File: src/rtl/scl_ratio_pkg.sv
package scl_ratio_pkg;

    typedef enum logic [1:0] {
        ST_IDLE,
        ST_LOW,
        ST_WAIT_HI,
        ST_HIGH
    } scl_state_e;

    localparam int UNIT_W = 4;

    // Low-phase unit count for a ratio select code.
    function automatic logic [UNIT_W-1:0] low_units(input logic [1:0] sel);
        case (sel)
            2'd1:    return 4'd6;
            2'd2:    return 4'd11;
            default: return 4'd4;
        endcase
    endfunction

    // High-phase unit count for a ratio select code.
    function automatic logic [UNIT_W-1:0] high_units(input logic [1:0] sel);
        case (sel)
            2'd1, 2'd2: return 4'd3;
            default:    return 4'd4;
        endcase
    endfunction

endpackage

File: src/rtl/scl_prescaler.sv
module scl_prescaler #(
    parameter int DIV_W = 8
) (
    input  logic             clk,
    input  logic             rst_n,
    input  logic             clr,
    input  logic             run,
    input  logic [DIV_W-1:0] limit,
    output logic             at_first,
    output logic             at_last
);
    logic [DIV_W-1:0] cnt_q;

    always_ff @(posedge clk or negedge rst_n) begin
        if (!rst_n)
            cnt_q <= '0;
        else if (clr)
            cnt_q <= '0;
        else if (run)
            cnt_q <= at_last ? '0 : cnt_q + 1'b1;
    end

    assign at_first = (cnt_q == '0);
    assign at_last  = (cnt_q == limit);
endmodule

File: src/rtl/scl_unit_counter.sv
module scl_unit_counter #(
    parameter int UNIT_W = 4
) (
    input  logic              clk,
    input  logic              rst_n,
    input  logic              clr,
    input  logic              step,
    input  logic [UNIT_W-1:0] last_idx,
    output logic [UNIT_W-1:0] count,
    output logic              at_last
);
    logic [UNIT_W-1:0] cnt_q;

    always_ff @(posedge clk or negedge rst_n) begin
        if (!rst_n)
            cnt_q <= '0;
        else if (clr)
            cnt_q <= '0;
        else if (step)
            cnt_q <= cnt_q + 1'b1;
    end

    assign count   = cnt_q;
    assign at_last = (cnt_q == last_idx);
endmodule

File: src/rtl/scl_ratio_gen.sv
module scl_ratio_gen
    import scl_ratio_pkg::*;
#(
    parameter int DIV_W = 8
) (
    input  logic             clk,
    input  logic             rst_n,
    input  logic             enable,
    input  logic [DIV_W-1:0] div,
    input  logic [1:0]       ratio_sel,
    input  logic             scl_in,
    output logic             scl_pull_low,
    output logic             busy,
    output logic             low_start_stb,
    output logic             change_stb,
    output logic             high_start_stb,
    output logic             sample_stb
);
    scl_state_e        state_q, state_d;
    logic [DIV_W-1:0]  div_q;
    logic [1:0]        sel_q;
    logic [UNIT_W-1:0] n_low, n_high, unit_last_idx, unit_cnt;
    logic              running, pre_first, pre_last, unit_last;
    logic              phase_last, cnt_clr, cfg_load;

    assign n_low         = low_units(sel_q);
    assign n_high        = high_units(sel_q);
    assign running       = (state_q == ST_LOW) || (state_q == ST_HIGH);
    assign unit_last_idx = (state_q == ST_LOW) ? n_low - 1'b1 : n_high - 1'b1;
    assign phase_last    = running && pre_last && unit_last;
    assign cnt_clr       = !enable || !running || phase_last;
    assign cfg_load      = enable && ((state_q == ST_IDLE) ||
                                      (state_q == ST_HIGH && phase_last));

    scl_prescaler #(.DIV_W(DIV_W)) u_pre (
        .clk      (clk),
        .rst_n    (rst_n),
        .clr      (cnt_clr),
        .run      (running),
        .limit    (div_q),
        .at_first (pre_first),
        .at_last  (pre_last)
    );

    scl_unit_counter #(.UNIT_W(UNIT_W)) u_unit (
        .clk      (clk),
        .rst_n    (rst_n),
        .clr      (cnt_clr),
        .step     (running && pre_last),
        .last_idx (unit_last_idx),
        .count    (unit_cnt),
        .at_last  (unit_last)
    );

    // Next-state logic
    always_comb begin
        state_d = state_q;
        if (!enable) begin
            state_d = ST_IDLE;
        end else begin
            unique case (state_q)
                ST_IDLE:    state_d = ST_LOW;
                ST_LOW:     if (phase_last) state_d = ST_WAIT_HI;
                ST_WAIT_HI: if (scl_in)     state_d = ST_HIGH;
                ST_HIGH:    if (phase_last) state_d = ST_LOW;
                default:    state_d = ST_IDLE;
            endcase
        end
    end

    // State and captured configuration
    always_ff @(posedge clk or negedge rst_n) begin
        if (!rst_n) begin
            state_q <= ST_IDLE;
            div_q   <= '0;
            sel_q   <= '0;
        end else begin
            state_q <= state_d;
            if (cfg_load) begin
                div_q <= div;
                sel_q <= ratio_sel;
            end
        end
    end

    // Outputs
    always_comb begin
        scl_pull_low   = 1'b0;
        busy           = 1'b1;
        low_start_stb  = 1'b0;
        change_stb     = 1'b0;
        high_start_stb = 1'b0;
        sample_stb     = 1'b0;
        unique case (state_q)
            ST_IDLE: busy = 1'b0;
            ST_LOW: begin
                scl_pull_low  = 1'b1;
                low_start_stb = pre_first && (unit_cnt == '0);
                change_stb    = pre_first && (unit_cnt == (n_low >> 1));
            end
            ST_WAIT_HI: ;
            ST_HIGH: begin
                high_start_stb = pre_first && (unit_cnt == '0);
                sample_stb     = pre_first && (unit_cnt == (n_high >> 1));
            end
            default: busy = 1'b0;
        endcase
    end
endmodule

File: config.mk
export PLATFORM = sky130hd
export DESIGN_NAME = scl_ratio_gen
export DESIGN_NICKNAME = d
export VERILOG_FILES = /design/src/rtl/scl_ratio_pkg.sv /design/src/rtl/scl_prescaler.sv /design/src/rtl/scl_unit_counter.sv /design/src/rtl/scl_ratio_gen.sv
export SDC_FILE = /design/constraint.sdc
export NUM_CORES = 1
export LEC_CHECK = 0
export BUFFER_PORTS_ARGS = -buffer_cell sky130_fd_sc_hd__buf_2
export CORE_ASPECT_RATIO = 1.1
export CORE_MARGIN = 3
export CORE_UTILIZATION = 30
export DETAILED_ROUTE_END_ITERATION = 7
export HOLD_SLACK_MARGIN = 0.05
export PLACE_DENSITY = 0.59
export SLEW_MARGIN = 30
export SYNTH_ARGS = -nofsm -noshare
export SYNTH_HDL_FRONTEND = slang
export SYNTH_SLANG_ARGS = --single-unit
File: constraint.sdc
create_clock -name clk -period 4.8 [get_ports clk]
set_input_delay 0.48 -clock clk [delete_from_list [all_inputs] [get_ports clk]]
set_output_delay 0.48 -clock clk [all_outputs]
set_load 0.1 [all_outputs]
After elaboration in Yosys (flattened, before gate mapping)
Index checks and enable logic that the tools add are counted.

word-level totals
  register bits = 24
  latch bits = 0
  RAM bits = 0
  memory bits (read-only) = 0
  input port bits = 14
  output and inout port bits = 6
  logic and storage cells = 60
  memories = 0

cells by class
  add/sub/neg operators = 4
  $mul = 0
  div/mod/pow operators = 0
  $lt $le $gt $ge = 0
  equal/unequal tests = 12
  shifts and indexed selects = 0
  mux-type cells = 19
  bitwise gates (word level) = 0
  reduce and logical (&&, ||, !) cells = 20

operators by type and width
  kind                                                  number
  2-to-1 mux 8 bit                                      3
  2-to-1 mux 4 bit                                      3
  != test 3 bit (second input constant)                 3
  adder 8 x 1 -> 8 bit (second input constant)          1
  equality test 4 x 3 -> 1 bit                          2
  equality test 8 bit                                   1
  zero test 8 bit                                       1
  2-to-1 mux 2 bit                                      4
  case mux 2 bit (4 select lines)                       1
  case mux 4 bit (2 select lines)                       1
  subtractor 4 x 1 -> 4 bit (second input constant)     2
  logical AND 1 bit                                     7
  equality test 2 bit (second input constant)           3
  2-to-1 mux 1 bit                                      6
  adder 4 x 1 -> 4 bit (second input constant)          1
  equality test 2 x 1 -> 1 bit (second input constant)  2
  equality test 4 bit                                   1
  zero test 4 bit                                       1
  logical OR 1 bit                                      4
  nonzero test 2 bit                                    2
  2-to-1 mux 3 bit                                      1
  AND reduction 3 bit                                   1
  zero test 1 bit                                       2
  zero test 2 bit                                       1
  OR reduction 2 bit                                    1

Longest topological paths before layout
Gate-level depths: netlist of run 1.

  depth in word-level cells = 10
  gate-level depth with buffers = 9
  gate-level depth less buffers = 8

Modules after synthesis
From an unflattened synthesis of run 1, not the netlist that was laid out.

unflattened totals
  cell total of the unflattened synthesis = 157
  area, all modules = 1,594.0 µm²

modules (own cells, without submodules)
  module            instances  cells an instance  area an instance (µm²)
  scl_ratio_gen     1          68                 770.7
  scl_prescaler     1          68                 589.3
  scl_unit_counter  1          21                 234.0

Worst setup path after synthesis of run 1
OpenSTA, ideal clock, no wires.

  path type = register to output
  start = register state_q[1]
  end = output change_stb
  arrival time = 4.591 ns
  data required time = 4.320 ns
  path slack = -0.271 ns
  stages on the path, launching flop included = 5
  buffers on the path = 0
  cells stage by stage = dfrtp_1 inv_1 ha_1 inv_1 nor4_1

on the way
  longest elaborated chain between the ends = 2

ends and longest elaborated chain
  what                          RTL line             source
  from (decl)                   scl_ratio_gen.sv:19  scl_state_e state_q, state_d;
  from (signal assigned)        scl_ratio_gen.sv:78  state_q <= state_d;
  equality test 2 x 1 -> 1 bit  scl_ratio_gen.sv:94  unique case (state_q)
  2-to-1 mux 1 bit              scl_ratio_gen.sv:94
  to (decl)                     scl_ratio_gen.sv:15  output logic change_stb,

No other way between the ends.

Worst setup path in the final report of run 1
  start = register sel_q[0]
  end = output change_stb

on the way
  longest elaborated chain between the ends = 5
  elaborated cells on any way between the ends = 6
  classes of those cells = 3 x eq/ne; 2 x mux; 1 x reduce/logical

ends and longest elaborated chain
  what                                                                        RTL line             source
  from (decl)                                                                 scl_ratio_gen.sv:21  logic [1:0] sel_q;
  from (signal assigned)                                                      scl_ratio_gen.sv:81  sel_q <= ratio_sel;
  equality test 2 bit / equality test 2 x 1 -> 1 bit (equally long branches)  scl_ratio_pkg.sv:14  case (sel)
  case mux 4 bit (2 select lines) (*)                                         scl_ratio_pkg.sv:14
  equality test 4 x 3 -> 1 bit (*)                                            scl_ratio_gen.sv:99  change_stb = pre_first && (unit_cnt == (n_low >> 1));
  logical AND 1 bit (*)                                                       scl_ratio_gen.sv:99
  2-to-1 mux 1 bit (*)                                                        scl_ratio_gen.sv:94

Every way passes the cells marked *; elsewhere a longest branch is shown, timed or not.

==> flow_summary.toml, run 1 <==
[clock_network]
cts_tree = "built"
hold_buffers = 0
cts.sinks = 24
cts-root-buf = "clkbuf_8"
clkSlewWorstSetupHoldPaths_ns = 0.09
clk_latency_ns = 0.27
numCtsBuffers = 3
post_cts_resized = 0
ctsLongestPathBuffers = 2
h-tree-depth = 1
cts_setup_buffers = 0

[timing]
hold_violations = 0
worstMarginPinSlew_ns = 0.535
clock.fmax_mhz = 377
skew_ns = 0.00389
final_max_slew_viol_count = 0
fin_crit_sh = 0.553
tns_ns = 0
period_minus_slack_ns = 2.65
rsz0062_at_grt = "false"
slew_headroom = 0.643
setup_violations = 0

[critical_path]
critPathMaxFanout = 9
cp.buffers_inverters = 2
cpPeakStageDelay_ns = 0.49
cp.arrival_ns = 2.17
worst_path_max_delay_cell = "ha_1"
critical_path.cell_chain = "inv_1 -> ha_1 -> xor2_1 -> nand2_1 -> nor4_2 -> buf_2"
crit_type = "reg2out"
worst-endpoint-required_ns = 4.32
crit_family = "buffers and inverters"
end_kind = "output port"
cp-start-kind = "flip-flop"

[pwr]
power_density_mw_per_mm2 = 552
p_leak_nw = 0.847
power.total_w = 0.00103
ir_drop_mv = 0.152

[synthesis]
synth_fp_nets = 181
yosysSeqAreaShare = 0.368
synth_area_leaders = "dfrtp_1 37%, ha_1 9.2%, mux2_4 9.2%"
yosys.area.top_type_share = 0.368
netlist_instances = 155
synth_area_mm2 = 0.00163
ys_warn_count = 0
yosysTopAreaCell = "dfrtp_1"
synth_seq_cells = 24
synthDistinctLibCells = 42
postSynthAreaPerCell_um2 = 10.5

[grt]
grt_usage = 0.103
grt_overflow = 0
grt_max_degree = 25
antenna_found_initial = 0
grt_pass1_wl_mm = 5.32
grt_pass1_vias = 1081

[hold_path]
hp-class = "in2async"

[floorplan]
rows = 27
die_w_um = 76.3
core_mm2 = 0.00513
start_util = 0.317
die_area_mm2 = 0.00636
die_height_um = 83.3
ioPinCount = 20

[cells_and_area]
nNetsFinal = 202
fill_cells = 530
drive_gt1_frac = 0.280
area_delta_synth_final_pct = 14.2
n_antenna_cell = 0
post-route-util = 0.363

[drt]
dr.pass1.iters = 4
wl_per_cell_um = 12.3
post-route-drc-count = 0
wl_mm = 3.04
drt_iter0_markers = 85
postRouteAntennaNets = 0
vias = 1129
viasPerCell = 4.57

[status]
status = "finished clean"

[flow_run]
maxCapViolations = 0

[place]
dp_hpwl_mm = 2.34
place_congestion = 0.751
port_buffers = 19
Yosys cell counts:
library cell,instances
dfrtp_1,24
xor2_1,15
nor2_1,14
nand2_1,13
ha_1,12
inv_1,12
mux2_4,10
nor4_1,6
xnor2_1,5
a21oi_1,4
nand3_1,4
a31oi_1,2
mux2i_1,2
nand3b_1,2
nand4_1,2
or3b_2,2
a2111oi_2,1
a211oi_2,1
a2bb2oi_1,1
a31o_2,1
and3_1,1
and3_2,1
and3b_2,1
and4b_1,1
and4b_2,1
buf_2,1
buf_6,1
buf_8,1
nand2b_1,1
nor2_2,1
nor3_1,1
nor3b_1,1
nor4_2,1
nor4b_1,1
nor4b_2,1
o21ai_4,1
o22ai_1,1
or2_2,1
or3_2,1
or4_1,1
or4b_1,1
xnor2_2,1
routing by layer:
metal | share of wire | track usage
met5 | 0 | 0
met4 | 0.017 | 0.0395
met3 | 0.029 | 0.0228
met2 | 0.45 | 0.156
met1 | 0.51 | 0.142
state kept, by name, summed over array words and instances, names as in the netlist:
signal,cells
u_pre.cnt_q,8
div_q,8
u_unit.count,4
sel_q,2
state_q,2
final cells by class:
cell class / instances / area (um2) / share of cell area
flip-flops and latches: 24 / 601 / 0.323
inverters: 12 / 45.0 / 0.0242
clock inverters: 1 / 30.0 / 0.0161
well taps: 72 / 90.1 / 0.0484
repair buffers: 19 / 95.1 / 0.0511
clock buffers: 3 / 41.3 / 0.0222
multi-input cells: 116 / 960 / 0.515
cell usage in the layout, fill, tap and decap left out, types with 2 or more instances in the layout:
cell type  Yosys  routed
ha_1          12      12
nand3_1        4       4
buf_2          1      19
mux2i_1        2       2
a21oi_1        4       4
nor4_1         6       5
xor2_1        15      15
inv_1         12      12
nand3b_1       2       2
mux2_4        10      10
nor2_1        14      14
or3b_2         2       2
clkbuf_8       0       3
nor4_2         1       2
dfrtp_1       24      24
a31oi_1        2       2
nand4_1        2       2
xnor2_1        5       5
nand2_1       13      13
power by group:
part	internal (W)	leakage, nW	switching, W
Clock	0.000112	0.0357	0.0000690
Sequential	0.000253	0.310	0.0000454
Combinational	0.000216	0.501	0.000332
Total	0.000581	0.847	0.000447
per-stage QoR:
| step | area (um2) | cells | setup WS, ns | hold slack (ns) |
|---|---|---|---|---|
| final | 1860 | 247 | 2.15 | 0.173 |
| after global routing | 1860 | 247 | 1.99 | 0.225 |
| after CTS | 1860 | 247 | 2.13 | 0.205 |
| after detailed placement | 1790 | 243 | 2.20 | 0.506 |
| after global placement | 1790 | 243 | 2.25 | 0.499 |
| after floorplan | 1640 | 155 | 0.400 | 0.184 |
path summary, 6_finish.rpt:
path	start	to	slack, ns	depth (start not counted)
hold / removal	rst_n	u_unit.count[1]	0.17	1
hold reg to reg	div_q[0]	div_q[0]	0.54	1
setup / recovery	sel_q[0]	change_stb	2.15	6
min in group clk	div[5]	div_q[5]	0.43	2
max in group asynchronous	rst_n	div_q[7]	4.26	1
setup reg to reg	sel_q[0]	div_q[4]	2.20	8
cell families after synthesis:
kind of cell	synth area share
buffers and inverters	0.0468
multiplexers	0.104
AND/OR/NAND/NOR	0.210
XOR/XNOR	0.117
adder cells (fa/ha/maj)	0.0921
flip-flops	0.368
AO/OA/AOI/OAI	0.0614
No activity file was read; power rests on OpenSTA's default activity.
==> run 2, diff against run 1 <==
- ABC_AREA: not set -> 1
- PLACE_DENSITY: 0.59 -> 0.6
- clock period: 4.8 -> 2.4 ns (I/O delays scaled with it)
==> flow_summary.toml, run 2 <==
[synthesis]
synth_top_family_by_area = "simple AND/OR/NAND/NOR gates"
synthAdderAreaFrac = 0.0913
yosysTopAreaCell = "dfrtp_1"
yosysSeqAreaShare = 0.365
synth_xor_area_frac = 0.0533
synth_area_leaders = "dfrtp_1 37%, nand2_1 16%, ha_1 9.1%"
yosys.area_share.simple = 0.358
synth_fp_nets = 252
ys.flop_type = "dfrtp_1"
netlist_instances = 226
synthDistinctLibCells = 26
async_flop_share = 1.00
postSynthAreaPerCell_um2 = 7.27
synth_most_common_cell = "nand2_1"
synthTopCellsByCount = "69 x nand2_1, 28 x inv_1, 24 x dfrtp_1"
synth_compound_area_frac = 0.0365
synth-edff-count = 0
yosys.area.top_type_share = 0.365
synth_area_mm2 = 0.00164
synth_seq_cells = 24
synth.area.mux_share = 0
ys_warn_count = 0

[clock_network]
cts-root-buf = "clkbuf_8"
numCtsBuffers = 3
clk_latency_ns = 0.26
clkSlewWorstSetupHoldPaths_ns = 0.08
cts.sinks = 24
ctsLongestPathBuffers = 2
cts_tree = "built"
h-tree-depth = 1

[hold_path]
hp-class = "in2reg"
min_path_cells = 3
min-delay-start = "div[3]"
hold_end = "div_q[3]"

[timing]
period_minus_slack_ns = 2.21
rsz0062_at_grt = "false"
skew_ns = 0.00144
clock.fmax_mhz = 452
fin_crit_sh = 0.922
slew_headroom = 0.645
hold_violations = 0
final_max_slew_viol_count = 0
setup_violations = 0
worstMarginPinSlew_ns = 0.532

[pwr]
power_density_mw_per_mm2 = 1110
sw_frac_of_total = 0.523
pwr-share-clk = 0.111
power_frac_seq = 0.289
internal_power_w = 0.00101
p_leak_nw = 0.949
ir_drop_mv = 0.458
switchingPower_w = 0.00111
comb_power_share = 0.600
power.total_w = 0.00212

[cells_and_area]
design_area_mm2 = 0.00191
drive_gt1_frac = 0.175
nNetsFinal = 274
area_delta_synth_final_pct = 16.2
fill_cells = 565
final_cell_mix = "69 x nand2_1, 28 x inv_1, 24 x dfrtp_1"
n_antenna_cell = 0
final_common_cell = "nand2_1"

[critical_path]
critPathLaunch = "sel_q[0]"
r2r-start = "sel_q[0]"
critPathMaxFanout = 5
end_kind = "output port"
crit_type = "reg2out"
cp-start-kind = "flip-flop"
rrSetupSlack_ns = 0.47
reg2regPathDepth = 13
cp.arrival_ns = 1.97
worst-endpoint-required_ns = 2.16
r2r_end = "div_q[6]"

[drt]
wl_per_cell_um = 10.7
wl_mm = 3.39
vias = 1448
post-route-drc-count = 0
postRouteAntennaNets = 0
drt_iter0_markers = 43
viasPerCell = 4.55
dr.pass1.iters = 4

[flow_run]
maxCapViolations = 0

[grt]
grt_overflow = 0
grt_usage = 0.113
grt_pass1_vias = 1419
antenna_found_initial = 0
grt_max_degree = 25
grt_pass1_wl_mm = 6.09

[floorplan]
rows = 27
ioPinCount = 20
start_util = 0.320
die_area_mm2 = 0.00641
die_height_um = 83.6
die_w_um = 76.6
core_mm2 = 0.00513

[status]
status = "finished clean"

[place]
dp_hpwl_mm = 2.70
placed_area_mm2 = 0.00185
place_congestion = 0.846
port_buffers = 19
[run 2: changes by cell type after synthesis, sizes merged, moves of 9 or more]
cell / before / now
inv: 12 / 33
mux2: 10 / 0
nand2: 13 / 73
nand3: 4 / 22
nor2: 15 / 25
xor2: 15 / 6
[run 2: stage by stage]
stage	cells	hold slack (ns)	worst slack (ns)	setup TNS [ns]	utilization
3_5_place_dp	314	0.264	0.338	0	0.361
2_1_floorplan	226	-0.0556	-0.173	-0.279	-
5_1_grt	318	0.201	0.0420	0	0.372
3_3_place_gp	314	0.253	0.316	0	0.361
4_1_cts	318	0.192	0.0247	0	0.371
6_report	318	0.198	0.187	0	0.372
[run 2: critical path: stages, from the launching register on]
cell and delay, ns:
dfrtp_1 0.39, inv_1 0.07, ha_2 0.39, xor2_1 0.20
nand3_1 0.13, nor2_2 0.10, buf_2 0.43
[run 2: logic make-up after synthesis]
| family | Yosys count |
|---|---|
| XOR/XNOR | 10 |
| AND/OR/NAND/NOR | 133 |
| flip-flops | 24 |
| buffers and inverters | 37 |
| AO/OA/AOI/OAI | 10 |
| adder cells (fa/ha/maj) | 12 |
[run 2: final cells by class]
| class | instances | area (um2) | share of cell area |
|---|---|---|---|
| clock buffer | 3 | 41.3 | 0.0216 |
| inverter | 33 | 124 | 0.0648 |
| multi-input combinational | 165 | 925 | 0.484 |
| sequential | 24 | 601 | 0.314 |
| tap | 72 | 90.1 | 0.0472 |
| timing repair buffer | 21 | 130 | 0.0681 |
[run 2: timing repair]
| action | 4_1_cts | 5_1_grt |
|---|---|---|
| resized for setup | 0 | 2 |
| buffers inserted | 0 | 0 |
| endpoints found under the hold margin | 24 | 0 |
| hold buffers | 1 | 0 |
| endpoints found under the setup margin | 0 | 2 |
[run 2: worst max path at each step]
| stage | slack (ns) | to | cells past startpoint |
|---|---|---|---|
| after global routing | 0.04 | low_start_stb | 7 |
| after CTS | 0.02 | change_stb | 6 |
| after global placement | 0.32 | high_start_stb | 7 |
| after floorplan | -0.17 | change_stb | 6 |
| final | 0.19 | sample_stb | 6 |
| after detailed placement | 0.34 | change_stb | 6 |
[run 2: metal layers]
| metal | GRT usage | vias up | part of all wire |
|---|---|---|---|
| met2 | 0.205 | 24 | 0.49 |
| met5 | 0 | - | 0 |
| met3 | 0.0151 | 8 | 0.025 |
| met1 | 0.132 | 669 | 0.46 |
| li1 | - | 747 | - |
| met4 | 0.0494 | 0 | 0.028 |
[run 2: power by group through the flow]
stage / Clock [W] / Sequential [W] / Combinational [W]
6_report: 0.000236 / 0.000612 / 0.00127
2_1_floorplan: 0 / 0.000593 / 0.00110
5_1_grt: 0.000261 / 0.000626 / 0.00142
4_1_cts: 0.000251 / 0.000612 / 0.00128
3_3_place_gp: 0 / 0.000616 / 0.00127
3_5_place_dp: 0 / 0.000621 / 0.00128
